<file path="src/rtl/ld_st_order_gate.sv">
module ld_st_order_gate #(
  parameter int DEPTH = 16,
  parameter int AW    = 32,
  parameter int DW    = 32,
  localparam int IW   = (DEPTH > 1) ? $clog2(DEPTH) : 1
) (
  input  logic          clk,
  input  logic          rst_n,
  input  logic          flush,
  input  logic [IW-1:0] rob_head,
  input  logic          st_alloc_vld,
  input  logic [IW-1:0] st_alloc_idx,
  input  logic          st_addr_vld,
  input  logic [IW-1:0] st_addr_idx,
  input  logic [AW-1:0] st_addr,
  input  logic [DW-1:0] st_data,
  input  logic          ld_vld,
  input  logic [IW-1:0] ld_idx,
  input  logic [AW-1:0] ld_addr,
  output logic          ld_grant,
  output logic          mem_wr_vld,
  output logic [AW-1:0] mem_wr_addr,
  output logic [DW-1:0] mem_wr_data,
  input  logic          mem_wr_rdy
);

  logic [DEPTH-1:0] busy, known, hit;
  logic [AW-1:0]    addr_q [DEPTH];
  logic [DW-1:0]    data_q [DEPTH];
  logic [IW-1:0]    ld_age;
  logic             release_now;

  assign ld_age = ld_idx - rob_head;

  for (genvar j = 0; j < DEPTH; j++) begin : g_slot
    localparam logic [IW-1:0] SLOT = IW'(j);
    logic [IW-1:0] age;
    assign age    = SLOT - rob_head;
    assign hit[j] = busy[j] && (age < ld_age) && (!known[j] || addr_q[j] == ld_addr);
  end

  assign ld_grant    = ld_vld && !(|hit);
  assign mem_wr_vld  = !flush && busy[rob_head] && known[rob_head];
  assign mem_wr_addr = addr_q[rob_head];
  assign mem_wr_data = data_q[rob_head];
  assign release_now = mem_wr_vld && mem_wr_rdy;

  always_ff @(posedge clk) begin
    if (!rst_n || flush) begin
      busy  <= '0;
      known <= '0;
    end else begin
      if (release_now) busy[rob_head] <= 1'b0;
      if (st_alloc_vld) begin
        busy[st_alloc_idx]  <= 1'b1;
        known[st_alloc_idx] <= 1'b0;
      end
      if (st_addr_vld) known[st_addr_idx] <= 1'b1;
    end
  end

  always_ff @(posedge clk) begin
    if (st_addr_vld) begin
      addr_q[st_addr_idx] <= st_addr;
      data_q[st_addr_idx] <= st_data;
    end
  end

endmodule

</file>
<file path="config.mk">
export PLATFORM = sky130hd
export DESIGN_NAME = ld_st_order_gate
export DESIGN_NICKNAME = d
export VERILOG_FILES = /design/src/rtl/ld_st_order_gate.sv
export SDC_FILE = /design/constraint.sdc
export NUM_CORES = 1
export LEC_CHECK = 0
export BUFFER_PORTS_ARGS = -buffer_cell sky130_fd_sc_hd__buf_2
export CORE_UTILIZATION = 35
export CTS_CLUSTER_SIZE = 24
export DETAILED_ROUTE_END_ITERATION = 7
export PLACE_DENSITY = 0.54
export SETUP_SLACK_MARGIN = 0.3
export SYNTH_ARGS = -nofsm -noshare
export SYNTH_HDL_FRONTEND = slang
export SYNTH_SLANG_ARGS = --single-unit
</file>
<file path="constraint.sdc">
create_clock -name clk -period 12 [get_ports clk]
set_input_delay 1.2 -clock clk [delete_from_list [all_inputs] [get_ports clk]]
set_output_delay 1.2 -clock clk [all_outputs]
set_load 0.02 [all_outputs]
</file>
# Yosys cells after proc, flatten, opt, wreduce, memory -nomap -nowiden
# Memories as Yosys holds them, arrays and structs flattened.
# Cells that the tools add are included.
# totals
regBits	32
mem_bits_rw	1024
output_inout_bits	66
wordCells	159
n_memories	2
# mem_list
memory	words	word_bits	rd	rd_clocked_by_memory_dff	wr	line	source
addr_q	16	32	17	0	1	28	logic [AW-1:0] addr_q [DEPTH];
data_q	16	32	1	0	1	29	logic [DW-1:0] data_q [DEPTH];
# op_classes
n_addsub	17
n_lt_le_gt_ge	22
n_eq_ne	16
n_mux	18
bitwise_logic	6
n_reduce_logical	76
# ops
op	n
$eq A32 B32 Y1	16
$mux W16	6
$lt A4 B4 Y1	16
$logic_and A1 B1 Y1	39
$and A16 B16 Y16	2
$not A16 Y16	2
$or A16 B16 Y16	2
$sub A4 B4 Y4 const A	8
$logic_not A1 Y1	19
$logic_or A1 B1 Y1	17
$reduce_or A16 Y1	1
$sub A3 B4 Y4 const A	4
$lt A4 B5 Y1 const B	3
$demux W1 S4	3
$ge A4 B1 Y1 const B	3
$bmux W1 S4	2
$sub A1 B4 Y4 const A	2
$sub A2 B4 Y4 const A	2
$mux W1	7
$sub A4 B4 Y4	1

# Logic depth before layout (Yosys ltp)
# depth
depth_word	10
ltp_mapped	15
depth_no_buf	12

# Least setup slack after synthesis
# Ideal clock, no wire load.
# synth_timing
kind	input-to-reg
start	in st_addr_idx[1]
end	mem addr_q[0][0], enable pin
setup_ns	0.568
arrival_time_ns	6.113
t_required_ns	11.432
path_slack_ns	5.319
path_stages	2
n_path_buf	0
cell_sequence	or3b_2 -> nor3_1
# synth_rtl
element	line	source
from (decl)	14	input logic [IW-1:0] st_addr_idx,
to (decl)	28	
# Straight into the memory's write port.

# Worst setup path after layout
# layout_timing
start	in rob_head[2]
end	out ld_grant
# layout_via
elab_chain_len	7
elab_cells_between_ends	68
classes_between	add/sub: 17; order compare: 16; reduce/logical: 35
# layout_lines
element	line	source
from (decl)	10	input logic [IW-1:0] rob_head,
$sub A1 B4 Y4 (tied with other cells)	38	assign age = SLOT - rob_head;
$lt A4 B4 Y1	39	assign hit[j] = busy[j] && (age < ld_age) && (!known[j] || addr_q[j] == ld_addr);
$logic_and A1 B1 Y1 (2 in series)	39	
$reduce_or A16 Y1 *	42	assign ld_grant = ld_vld && !(|hit);
$logic_not A1 Y1 *	42	
$logic_and A1 B1 Y1 *	42	
to (decl)	20	output logic ld_grant,
# Mark *: on every way between the ends. The rest lies on a longest branch, timed or not.

==> flow_summary_export.csv <==
group,metric,value,unit
placement,routabilityCongestion,0.999,
worst_hold_path,hp-class,"reg2reg",
pwr,cellLeakagePower,17.3,nW
setup_path,arrival,5270,ps
die,die_y,368,um
yosys,synthFlopType,"edfxtp_1",
pwr,power_density,157,mW/mm^2
setup_path,slowest_delay,580,ps
pwr,ir_drop,0.128,mV
die,start_util,35.4,%
setup_path,start_kind,"input port",
global_route,grt_pass1_wl,216000,um
cts,clock_sinks,1056,
cts,cts_tree,"built",
setup_path,cp_max_fo,40,
placement,placed_cell_area,0.0496,mm^2
die,die_w,368,um
yosys,synthCells,2486,
placement,dp_hpwl,106000,um
global_route,first_global_vias,25600,
timing,timing.final.crit_share,53.9,%
drt,wire_per_inst,34.9,um
yosys,synth.most_common_cell,"edfxtp_1",
drt,num_vias,25500,
setup_path,r2r-end,"busy[3]",
drt,postRouteAntennaNets,0,
cts,cts_buffer_depth,3,
drt,initialDrtViolationCount,3261,
drt,dr.pass1.iters,5,
placement,port_buffers,184,
yosys,yosysUniqueCellTypes,44,
drt,wl,158000,um
worst_hold_path,hp-start,"known[3]",
setup_path,cpMaxStageDelayCell,"inv_6",
die,core_area,0.132,mm^2
cells_and_area,synthToLayoutAreaGrowth,13.8,%
die,io_pins,185,
timing,min_period,6470,ps
setup_path,crit_type,"in2out",
timing,clock_skew,28.9,ps
yosys,ys_ff_latch,1056,
cts,ctsResizeCount,0,
timing,worst_pin_slew,1260,ps
yosys,synth_top_area_share,65.7,%
yosys,seq_area_frac_synth,67.0,%
global_route,grt_max_degree,99,
cts,cts-root-buf,"clkbuf_16",
drt,drc,0,
yosys,synth_area_leaders,"edfxtp_1 (66%), mux4_2 (15%), xor2_1 (9.6%)",
setup_path,reg2reg_slack,9740,ps
setup_path,crit_required,10800,ps
setup_path,crit_buf_inv,5,
cts,clk_pin_slew,60,ps
status,status,"finished clean",
cts,h-tree-depth,3,
yosys,syn_avg_cell_area,18.8,um^2
drt,viasPerCell,5.62,
yosys,synth_top_area_cell,"edfxtp_1",
timing,drv_slew,0,
cts,cts_buffers,110,
timing,max_freq,155,MHz
yosys,synth_warnings,0,
cts,clk_latency,720,ps
cells_and_area,drive_gt1_share,26.7,%
cells_and_area,final_area,0.0533,mm^2
worst_hold_path,holdPathEnd,"known[3]",
setup_path,reg2reg_depth,7,
timing,setup_viol,0,
timing,finalSetupTns,0,ps
yosys,synth_edf_count,1024,
global_route,track_usage,23.2,%
cells_and_area,fillerInstances,11900,
setup_path,path_delay_family,"buffers and inverters",
cts,post_cts_buffers,0,
yosys,syn_nets,2641,
yosys,yosys-top-cells-count,"edfxtp_1 (1,024), xor2_1 (514), mux4_2 (321)",
cells_and_area,layout.nets,2834,
setup_path,crit_path_end_kind,"primary output",
timing,holdWs,552,ps
yosys,synthArstFlopShare,0,%
setup_path,r2r-start,"known[14]",
die,rows,133,
worst_hold_path,min_path_cells,2,
yosys,syn_area,0.0468,mm^2
run,cap_viol_max_count,0,
cts,holdBufCountCts,0,
timing,rsz0062_at_grt,"no",
setup_path,path_cells,"buf_2 -> inv_6 -> ha_1 -> a21o_1 -> a31o_2 -> xnor2_2 -> inv_1 -> ha_1 -> inv_1 -> o211a_1 -> a222oi_1 -> nand3_1 -> nor4_1 -> buf_2",
global_route,antenna_found_initial,32,
timing,hold_violations,0,
global_route,grt_overflow,0,
die,die-area,0.135,mm^2
timing,slew_headroom,15.0,%
cells_and_area,finish.utilization,40.3,%
==> layer usage <==
layer  share of wire (%)  up-vias  wire (um)  GRT usage [%]
met5                0.13        -        210              0
met4                 3.7       34       5930           7.80
met3                 8.8      260      13900           5.81
met2                  46     1201      73600           36.5
met1                  41    13600      64700           31.5
li1                    -    10400          -              -
==> report_power, final <==
group          internal, mW  switching [mW]  total [mW]
sequential             4.12          0.0322        4.15
clock                  1.95            1.51        3.46
combinational         0.253           0.486       0.739
total                  6.32            2.03        8.35
==> worst max-delay path by stage <==
stage                              start           end  slack (ps)  depth (start not counted)
after floorplan           st_addr_idx[1]  addr_q[0][0]        5320                          2
after global placement       rob_head[2]      ld_grant        5340                         14
after detailed placement     rob_head[2]      ld_grant        5450                         14
after CTS                    rob_head[2]      ld_grant        5440                         14
after global routing         rob_head[2]      ld_grant        5260                         14
final                        rob_head[2]      ld_grant        5530                         14
==> cells by family after synthesis <==
logic type	synth area share [%]
AOI/OAI and AO/OA	1.46
and+or+nand+nor	3.24
buffers and inverters	1.93
muxes	15.4
adders and majority gates	1.08
DFF	67.0
xor gates and xnor gates	9.80
==> flip-flops by register name, summed over array words and instances (netlist names) <==
register	count
busy	16
addr_q	512
known	16
data_q	512
==> per-stage QoR <==
stage / power [mW] / instances / worst slack [ps]
after floorplan: 4.65 / 2486 / 5320
after global placement: 4.96 / 4322 / 5340
after detailed placement: 4.97 / 4322 / 5450
after CTS: 8.41 / 4530 / 5440
after global routing: 8.57 / 4531 / 5260
final: 8.35 / 4535 / 5530
==> tightest hold or removal path: stages (launching register included) <==
cell	delay [ps]
dfxtp_1	340
a21oi_1	130
nor2_1	40
==> cell usage in the layout (no fill, tap or decap), types with 29 or more instances in the layout <==
| master | n |
|---|---|
| edfxtp_1 | 1024 |
| xor2_1 | 514 |
| mux4_2 | 321 |
| buf_2 | 181 |
| nor4_1 | 128 |
| clkbuf_16 | 110 |
| buf_4 | 46 |
| a21oi_1 | 39 |
| ha_1 | 35 |
| nand4_1 | 33 |
| dfxtp_1 | 32 |
| clkinv_1 | 29 |
| clkinv_2 | 29 |
==> layout make-up <==
class	count	area (um^2)	area share (%)
clock buffer	123	2800	5.26
timing repair buffer	230	1300	2.44
inverter	20	80.1	0.150
multi-input combinational	1261	14600	27.5
clock inverter	85	873	1.64
sequential	1056	31400	58.9
tap	1755	2200	4.12
antenna	5	12.5	0.0235
Power figures use the tool's default switching activity.
